## src/rtl/conv_pkg.sv

```systemverilog
package conv_pkg;
  localparam int unsigned KDIM  = 3;
  localparam int unsigned NTAPS = KDIM * KDIM;

  typedef enum logic {
    SIZE_SMALL = 1'b0,
    SIZE_LARGE = 1'b1
  } img_size_e;
endpackage

```

## src/rtl/conv_window.sv

```systemverilog
module conv_window
  import conv_pkg::*;
#(
  parameter int unsigned PIX_W   = 8,
  parameter int unsigned MAX_W   = 128,
  parameter int unsigned SMALL_W = 64
) (
  input  logic                         clk,
  input  logic                         rst_n,
  input  logic                         frame_start,
  input  logic                         pix_valid,
  input  logic [PIX_W-1:0]             pix_in,
  input  logic                         size_sel,
  output logic                         win_valid,
  output logic [NTAPS-1:0][PIX_W-1:0]  win
);
  localparam int unsigned CW = $clog2(MAX_W);

  logic [CW-1:0]    col_q, col_d, row_q, row_d, last_idx;
  logic             win_valid_d, take;
  logic [PIX_W-1:0] line_a [MAX_W];
  logic [PIX_W-1:0] line_b [MAX_W];
  logic [KDIM-1:0][PIX_W-1:0] newcol;

  assign take     = pix_valid && !frame_start;
  assign last_idx = (img_size_e'(size_sel) == SIZE_LARGE) ? CW'(MAX_W - 1) : CW'(SMALL_W - 1);

  always_comb begin
    col_d = col_q;
    row_d = row_q;
    if (frame_start) begin
      col_d = '0;
      row_d = '0;
    end else if (pix_valid) begin
      if (col_q == last_idx) begin
        col_d = '0;
        row_d = (row_q == last_idx) ? '0 : row_q + 1'b1;
      end else begin
        col_d = col_q + 1'b1;
      end
    end
    win_valid_d = take && (col_q >= CW'(2)) && (row_q >= CW'(2));
  end

  always_ff @(posedge clk or negedge rst_n) begin
    if (!rst_n) begin
      col_q     <= '0;
      row_q     <= '0;
      win_valid <= 1'b0;
    end else begin
      col_q     <= col_d;
      row_q     <= row_d;
      win_valid <= win_valid_d;
    end
  end

  // Line stores: each holds one row, addressed by column.
  always_ff @(posedge clk) begin
    if (take) begin
      line_b[col_q] <= line_a[col_q];
      line_a[col_q] <= pix_in;
    end
  end

  assign newcol[0] = line_b[col_q];
  assign newcol[1] = line_a[col_q];
  assign newcol[2] = pix_in;

  for (genvar r = 0; r < KDIM; r++) begin : g_row
    always_ff @(posedge clk) begin
      if (take) begin
        win[r*KDIM + 0] <= win[r*KDIM + 1];
        win[r*KDIM + 1] <= win[r*KDIM + 2];
        win[r*KDIM + 2] <= newcol[r];
      end
    end
  end
endmodule

```

## src/rtl/conv_mac.sv

```systemverilog
module conv_mac
  import conv_pkg::*;
#(
  parameter int unsigned PIX_W  = 8,
  parameter int unsigned COEF_W = 8,
  parameter int unsigned SH_W   = 3
) (
  input  logic                         clk,
  input  logic                         rst_n,
  input  logic                         in_valid,
  input  logic [NTAPS-1:0][PIX_W-1:0]  win,
  input  logic [NTAPS-1:0][COEF_W-1:0] coef,
  input  logic [SH_W-1:0]              shift_amt,
  output logic                         res_valid,
  output logic [PIX_W-1:0]             res_pix
);
  localparam int unsigned PW = PIX_W + COEF_W + 1;
  localparam int unsigned RW = PW + 2;
  localparam int unsigned SW = PW + 4;
  localparam logic signed [SW-1:0] PIX_MAX = SW'((1 << PIX_W) - 1);

  logic [4:0]              vld_q;
  logic signed [PW-1:0]    prod_d [NTAPS];
  logic signed [PW-1:0]    prod_q [NTAPS];
  logic signed [RW-1:0]    rsum_d [KDIM];
  logic signed [RW-1:0]    rsum_q [KDIM];
  logic signed [SW-1:0]    sum_d, sum_q, sh_d, sh_q;
  logic [PIX_W-1:0]        sat_d;

  always_comb begin
    for (int t = 0; t < NTAPS; t++) begin
      prod_d[t] = $signed({{(PW-PIX_W){1'b0}}, win[t]}) *
                  $signed({{(PW-COEF_W){coef[t][COEF_W-1]}}, coef[t]});
    end
    for (int r = 0; r < KDIM; r++) begin
      rsum_d[r] = RW'(prod_q[r*KDIM]) + RW'(prod_q[r*KDIM+1]) + RW'(prod_q[r*KDIM+2]);
    end
    sum_d = SW'(rsum_q[0]) + SW'(rsum_q[1]) + SW'(rsum_q[2]);
    sh_d  = sum_q >>> shift_amt;
    if (sh_q[SW-1])         sat_d = '0;
    else if (sh_q > PIX_MAX) sat_d = '1;
    else                    sat_d = sh_q[PIX_W-1:0];
  end

  always_ff @(posedge clk or negedge rst_n) begin
    if (!rst_n) vld_q <= '0;
    else        vld_q <= {vld_q[3:0], in_valid};
  end

  always_ff @(posedge clk) begin
    if (in_valid) prod_q <= prod_d;
    if (vld_q[0]) rsum_q <= rsum_d;
    if (vld_q[1]) sum_q  <= sum_d;
    if (vld_q[2]) sh_q   <= sh_d;
  end

  always_ff @(posedge clk or negedge rst_n) begin
    if (!rst_n)        res_pix <= '0;
    else if (vld_q[3]) res_pix <= sat_d;
  end

  assign res_valid = vld_q[4];
endmodule

```

## src/rtl/conv_outaddr.sv

```systemverilog
module conv_outaddr #(
  parameter int unsigned PIX_W  = 8,
  parameter int unsigned ADDR_W = 14
) (
  input  logic              clk,
  input  logic              rst_n,
  input  logic              frame_start,
  input  logic              in_valid,
  input  logic [PIX_W-1:0]  in_pix,
  output logic              out_valid,
  output logic [PIX_W-1:0]  out_pix,
  output logic [ADDR_W-1:0] out_addr
);
  logic [ADDR_W-1:0] cnt_q, cnt_d;

  always_comb begin
    cnt_d = cnt_q;
    if (frame_start)   cnt_d = '0;
    else if (in_valid) cnt_d = cnt_q + 1'b1;
  end

  always_ff @(posedge clk or negedge rst_n) begin
    if (!rst_n) begin
      cnt_q     <= '0;
      out_valid <= 1'b0;
      out_pix   <= '0;
      out_addr  <= '0;
    end else begin
      cnt_q     <= cnt_d;
      out_valid <= in_valid;
      if (in_valid) begin
        out_pix  <= in_pix;
        out_addr <= cnt_q;
      end
    end
  end
endmodule

```

## src/rtl/conv3x3_stream.sv

```systemverilog
module conv3x3_stream
  import conv_pkg::*;
#(
  parameter int unsigned PIX_W   = 8,
  parameter int unsigned COEF_W  = 8,
  parameter int unsigned SH_W    = 3,
  parameter int unsigned MAX_W   = 128,
  parameter int unsigned SMALL_W = 64,
  parameter int unsigned IDX_W   = 4,
  parameter int unsigned ADDR_W  = $clog2((MAX_W-2)*(MAX_W-2))
) (
  input  logic              clk,
  input  logic              rst_n,
  input  logic              frame_start,
  input  logic              pix_valid,
  input  logic [PIX_W-1:0]  pix_in,
  input  logic              size_sel,
  input  logic              coef_we,
  input  logic [IDX_W-1:0]  coef_idx,
  input  logic [COEF_W-1:0] coef_data,
  input  logic [SH_W-1:0]   shift_amt,
  output logic [PIX_W-1:0]  out_pix,
  output logic              out_valid,
  output logic [ADDR_W-1:0] out_addr
);
  logic [1:0]                   rst_sync_q;
  logic                         rst_ok_n;
  logic [NTAPS-1:0][COEF_W-1:0] coef_q, coef_d;
  logic [NTAPS-1:0][PIX_W-1:0]  win;
  logic                         win_valid, res_valid;
  logic [PIX_W-1:0]             res_pix;

  always_ff @(posedge clk or negedge rst_n) begin
    if (!rst_n) rst_sync_q <= 2'b00;
    else        rst_sync_q <= {rst_sync_q[0], 1'b1};
  end
  assign rst_ok_n = rst_sync_q[1];

  always_comb begin
    coef_d = coef_q;
    if (coef_we && (coef_idx < IDX_W'(NTAPS))) coef_d[coef_idx] = coef_data;
  end

  always_ff @(posedge clk or negedge rst_ok_n) begin
    if (!rst_ok_n) coef_q <= '0;
    else           coef_q <= coef_d;
  end

  conv_window #(.PIX_W(PIX_W), .MAX_W(MAX_W), .SMALL_W(SMALL_W)) u_window (
    .clk(clk), .rst_n(rst_ok_n), .frame_start(frame_start), .pix_valid(pix_valid),
    .pix_in(pix_in), .size_sel(size_sel), .win_valid(win_valid), .win(win)
  );

  conv_mac #(.PIX_W(PIX_W), .COEF_W(COEF_W), .SH_W(SH_W)) u_mac (
    .clk(clk), .rst_n(rst_ok_n), .in_valid(win_valid), .win(win), .coef(coef_q),
    .shift_amt(shift_amt), .res_valid(res_valid), .res_pix(res_pix)
  );

  conv_outaddr #(.PIX_W(PIX_W), .ADDR_W(ADDR_W)) u_out (
    .clk(clk), .rst_n(rst_ok_n), .frame_start(frame_start), .in_valid(res_valid),
    .in_pix(res_pix), .out_valid(out_valid), .out_pix(out_pix), .out_addr(out_addr)
  );
endmodule

```

## config.mk

```make
export PLATFORM = sky130hd
export DESIGN_NAME = conv3x3_stream
export DESIGN_NICKNAME = d
export VERILOG_FILES = /design/src/rtl/conv_pkg.sv /design/src/rtl/conv_window.sv /design/src/rtl/conv_mac.sv /design/src/rtl/conv_outaddr.sv /design/src/rtl/conv3x3_stream.sv
export SDC_FILE = /design/constraint.sdc
export NUM_CORES = 2
export LEC_CHECK = 0
export BUFFER_PORTS_ARGS = -buffer_cell sky130_fd_sc_hd__buf_2
export CORE_AREA = 10 10 468 470
export DETAILED_ROUTE_END_ITERATION = 12
export DIE_AREA = 0 0 478 480
export PLACE_DENSITY = 0.78
export SYNTH_ARGS = -nofsm -noshare
export SYNTH_HDL_FRONTEND = slang
export SYNTH_SLANG_ARGS = --single-unit
```

## constraint.sdc

```tcl
create_clock -name clk -period 12.2 [get_ports clk]
set_input_delay 2.44 -clock clk [delete_from_list [all_inputs] [get_ports clk]]
set_output_delay 2.44 -clock clk [all_outputs]
set_load 0.01 [all_outputs]
```

# Word-level counts from Yosys, hierarchy flattened
# Memories as Yosys holds them, arrays and structs flattened. A register that Yosys moved wholly into a read port is not among the register bits.
# Index checks and enable logic that the tools add are counted.
totals:
  ff_bits: 455
  latch_bits: 0
  ramBits: 2048
  romBits: 0
  in_bits: 29
  output_inout_bits: 23
  word_cells: 99
  n_memories: 2
op_classes:
  add_sub_neg: 11
  multipliers: 9
  div_mod_pow: 0
  n_lt_le_gt_ge: 6
  eq_ne: 2
  shift: 1
  mux: 17
  bitwise: 0
  n_reduce_logical: 10
mem_list:
  columns: ["memory", "words", "width", "read_ports", "rd_clocked_by_memory_dff", "wr", "line_no", "text"]
  rows:
  - ["u_window.line_a", 128, 8, 1, 0, 1, "conv_window.sv:21", "logic [PIX_W-1:0] line_a [MAX_W];"]
  - ["u_window.line_b", 128, 8, 1, 1, 1, "conv_window.sv:22", "logic [PIX_W-1:0] line_b [MAX_W];"]
ops:
  columns: ["op", "n"]
  rows:
  - ["9-bit by 8-bit multiplier with 17-bit output", 9]
  - ["72-bit bitwise mux", 1]
  - ["18-bit by 17-bit adder with 19-bit output", 3]
  - ["7-bit two-way mux", 8]
  - ["17-bit by 17-bit adder with 18-bit output", 3]
  - ["8-bit demux with 4-bit select", 1]
  - ["14-bit two-way mux", 2]
  - ["8-bit two-way mux", 3]
  - ["20-bit by 19-bit adder with 21-bit output", 1]
  - ["21-bit by 9-bit > comparator with 1-bit output (second input constant)", 1]
  - ["21-bit by 3-bit >>> shifter with 21-bit output", 1]
  - ["19-bit by 19-bit adder with 20-bit output", 1]
  - ["14-bit by 1-bit adder with 14-bit output (second input constant)", 1]
  - ["7-bit by 1-bit adder with 7-bit output (second input constant)", 2]
  - ["7-bit == test", 2]
  - ["7-bit by 2-bit greater-or-equal comparator with 1-bit output (second input constant)", 2]
  - ["2-bit nonzero test", 3]
  - ["1-bit logical AND", 5]
  - ["4-bit by 5-bit less-than comparator with 1-bit output (second input constant)", 1]
  - ["4-bit by 1-bit greater-or-equal comparator with 1-bit output (second input constant)", 1]
  - ["4-bit less-than comparator (second input constant)", 1]
  - ["1-bit two-way mux", 2]
  - ["2-bit AND reduction", 1]
  - ["1-bit zero test", 1]

# Logic depth before layout (Yosys ltp)
logic_depth:
  word_depth: 6
  mapped_depth: 19
  mapped_depth_nobuf: 19

# Cells and area by module
# A second synthesis with hierarchy kept.
hier_totals:
  cells_unflattened: 8143
  area_unflattened_um2: 118652.5
by_module_without_submodules:
  columns: ["module", "n_inst", "cells_each", "area_each_um2", "seq_area_each_um2"]
  rows:
  - ["conv_window", 1, 4723, 81588.2, 64036.4]
  - ["conv_mac", 1, 3141, 32661.3, 7892.6]
  - ["conv3x3_stream", 1, 164, 2852.7, 1851.8]
  - ["conv_outaddr", 1, 115, 1550.2, 925.9]

# Worst setup path after synthesis
# OpenSTA, ideal clock, no wires.
synth_timing:
  path_type: "flip-flop to flip-flop"
  startpoint: "reg u_window.col_q[1]"
  endpoint: "mem u_window.line_b[0][6], data pin"
  t_arrival_ns: 6.752
  path_slack_ns: 4.288
  path_stages_with_launch: 12
  path_buffers: 4
  synth_period_minus_slack_ns: 7.912
  cell_sequence: "dfrtp_1 > buf_6 > buf_6 > nor2_2 > buf_2 > buf_2 > a22oi_1 > o21ai_0 > a211oi_1 > a211oi_1 > a211oi_1 > nor3_1"
synth_rtl:
  columns: ["item", "line_no", "text"]
  rows:
  - ["start, declared", "conv_window.sv:19", "logic [CW-1:0] col_q, col_d, row_q, row_d, last_idx;"]
  - ["start signal, assigned", "conv_window.sv:51", "col_q <= col_d;"]
  - ["end, declared", "conv_window.sv:22", null]

==> flow_summary.yaml <==
run_status:
  run_status: "finished, violations left"
  violations: "max-capacitance violations, max-slew violations"
drt:
  drt-total-wl_microns: 328000
  detail_route.drc_violations: 0
  drt_iter0_markers: 9966
  routed_wire_length_per_instance_microns: 29.9
  initial_drt_pass_iterations: 6
  viasPerCell: 6.58
  post_drt_antenna_nets: 0
  via_count: 72100
floorplanning:
  fp.dieArea_sq_mm: 0.229
  starting_utilization_of_the_core_area_pct: 56.9
  die-height_microns: 480
  io_pins: 52
  die_w_microns: 478
  fp-row-count: 168
  fp.coreArea_sq_mm: 0.209
yosys:
  ys_types: 85
  synth_area_sq_mm: 0.119
  synthesis.nets: 8609
  edff_count_synth: 2372
  seq_area_frac_synth_pct: 62.8
  ys_seq_elements: 2511
  async_reset_ff_share_pct: 5.54
  synthCells: 7711
  synthesis.area_per_instance_sq_um: 15.4
  yosys_warnings: 0
  ys.flop_type: "edfxtp_1"
clocking:
  cts_tree: "done"
  postCtsHoldBufs: 0
  total_cts_buffers: 233
  worstSkewPairLatency_ns: 0.92
  cts-resized-gates: 0
  worst_setup_hold_path_clk_slew_ns: 0.06
  post_cts.repair.setup_buffers: 0
  cts_num_sinks: 2511
  cts.htree.levels: 4
  clk_path_buf_depth: 3
  clockRootBuffer: "clkbuf_16"
worst_hold_path:
  worst_hold_path_type: "flip-flop to async pin"
power:
  areal_power_density_over_the_cells_mw_per_mm2: 181
  cellLeakagePower_nw: 46.9
  vdd.ir_drop.worst_mv: 0.177
sta:
  final_max_slew_viol_count: 2
  totalNegativeSetupSlack_ns: 0
  setup_viol: 0
  clock_skew_ns: 0.0939
  setup_slack_ns: 5.44
  number_of_failing_hold_endpoints_at_the_final_stage: 0
  final.period_utilization_pct: 55.4
  max_slew_margin_pct: -11.9
  tightest_slew_ns: 1.66
  max_clock_freq_mhz: 148
  rsz0062_at_grt: "no"
  final.min_clock_period_ns: 6.76
placed_design:
  setup_slack_at_placement_ns: 5.99
  port_buffers: 51
  gp_congestion: 0.979
  dp_hpwl_microns: 203000
critical_path:
  critPathKind: "flip-flop to flip-flop"
  worst-endpoint-required_ns: 12.71
  timing.critical_path.to_type: "flip-flop"
  crit_fanout: 95
  startpoint_type: "flip-flop"
  arrival_ns: 7.27
  timing.reg2reg.setup_slack_ns: 5.44
global_route:
  grt_pass1_vias: 72400
  grt.total_usage_pct: 28.2
  grt-ovfl-total: 0
  grt_max_degree: 122
  antenna_violations_before_repair: 29
  grt_pass1_wl_microns: 484000
flow_run:
  maxCapViolCount: 2
layout:
  area_growth_pct: 10.2
  nFillCells: 14400
  design.final.nets: 8840
  drive_above_1_share_pct: 14.8
[worst paths after layout]
check                                   from  cells after the start                      to
setup / recovery           u_window.col_q[1]                     11  u_window.line_b[90][3]
hold / removal                 rst_sync_q[1]                      0          u_out.cnt_q[8]
setup reg to reg           u_window.col_q[1]                     11  u_window.line_b[90][3]
hold reg to reg                rst_sync_q[1]                      0          u_out.cnt_q[8]
max in group asynchronous      rst_sync_q[1]                      1      u_window.win_valid
min in group clk               rst_sync_q[0]                      0           rst_sync_q[1]
[synth_stat cells (all sizes together) (17+ instances only)]
cell	number	area, sq um
mux2i	197	1970
o21a	33	248
nand3	58	290
o22ai	65	407
and3	18	113
xnor2	119	1040
buf	193	1210
mux2	227	2560
nand2b	51	319
o21ai	195	976
nand2	381	1430
dfrtp	139	3480
nor2b	39	244
inv	578	2170
a22o	31	272
fa	407	8150
clkbuf	112	420
nor4	19	125
a221o	34	340
o211ai	26	195
xor2	40	350
nor2	424	1600
edfxtp	2372	71200
a22oi	81	613
and2	375	2350
ha	462	5780
nor3	49	245
mux4	247	5560
a31oi	22	138
a221oi	214	1870
o221ai	30	263
a2111oi	17	149
a21oi	244	1220
[area by class of cell]
type                       count  area (sq um)  share of cell area, %
sequential                  2511         74700                   57.0
antenna                       10          25.0                 0.0191
timing repair buffer         301          2210                   1.69
clock buffer                 277          6110                   4.66
inverter                     580          2190                   1.67
multi-input combinational   4315         40700                   31.0
clock inverter               160          1700                   1.29
tap                         2805          3510                   2.68
[through the flow]
stage                     utilization (%)  power (W)  cells  hold WS [ns]  cell area, sq um
after floorplan                         -     0.0148   7711         0.331            119000
after global placement               59.0     0.0163  10500         0.298            123000
after detailed placement             59.0     0.0165  10500         0.304            123000
after CTS                            62.7     0.0238  10900         0.301            131000
after global routing                 62.7     0.0250  11000         0.325            131000
final                                62.7     0.0238  11000         0.278            131000
[worst max-delay path, stage by stage, from the launching register on]
cell	delay, ns
dfrtp_4	0.81
buf_4	0.65
buf_12	0.61
and2_4	0.56
buf_4	0.53
a22oi_1	0.19
o221ai_1	0.37
o311ai_0	0.32
o21ai_0	0.25
o221ai_1	0.38
nand3_4	0.76
buf_4	0.78
[per-layer routing]
metal | vias to the layer above | global-route usage (%) | part of all wire (%) | wire [microns]
met4 | 20 | 15.0 | 6.6 | 21700
met3 | 1170 | 8.87 | 13 | 44200
met2 | 5393 | 43.3 | 45 | 148000
met5 | - | 0 | 0.050 | 165
li1 | 29500 | - | - | -
met1 | 36000 | 36.2 | 35 | 113000
[state kept, by name (all words and copies together), names as in the netlist, 7 cells and up]
register,cells
u_window.line_b,1024
coef_q,72
u_window.line_a,1024
u_window.win,72
u_mac.rsum_q,57
u_mac.sum_q,21
u_mac.prod_q,153
u_out.out_addr,14
u_window.row_q,7
u_mac.res_pix,8
u_out.cnt_q,14
u_mac.sh_q,21
u_window.col_q,7
u_out.out_pix,8
[cells by family after synthesis]
| logic type | after synthesis | synth area share, % |
|---|---|---|
| fa+ha+maj | 869 | 11.7 |
| other cells | 1 | 0.00315 |
| flops | 2511 | 62.8 |
| compound gates | 1146 | 6.73 |
| simple gates | 1469 | 5.96 |
| xor+xnor | 159 | 1.17 |
| buf+inv | 885 | 3.20 |
| mux | 671 | 8.48 |
[power by group]
group,total (W),switching (W),internal [W]
logic,0.00617,0.00360,0.00257
clock network,0.00740,0.00329,0.00411
registers,0.0102,0.000230,0.00996
[placed cells by master (no fill, tap or decap), types with 194 or more instances in the layout]
cell       netlist  layout
mux2_2         227     227
fa_1           407     407
mux4_2         247     247
clkbuf_16        0     235
edfxtp_1      2372    2372
a221oi_1       214     214
o21ai_0        194     194
inv_1          577     574
mux2i_1        197     197
and2_1         374     372
nand2_1        380     380
a21oi_1        244     244
nor2_1         421     419
ha_1           462     462
buf_4           32     253
(Power assumes the default switching activity.)
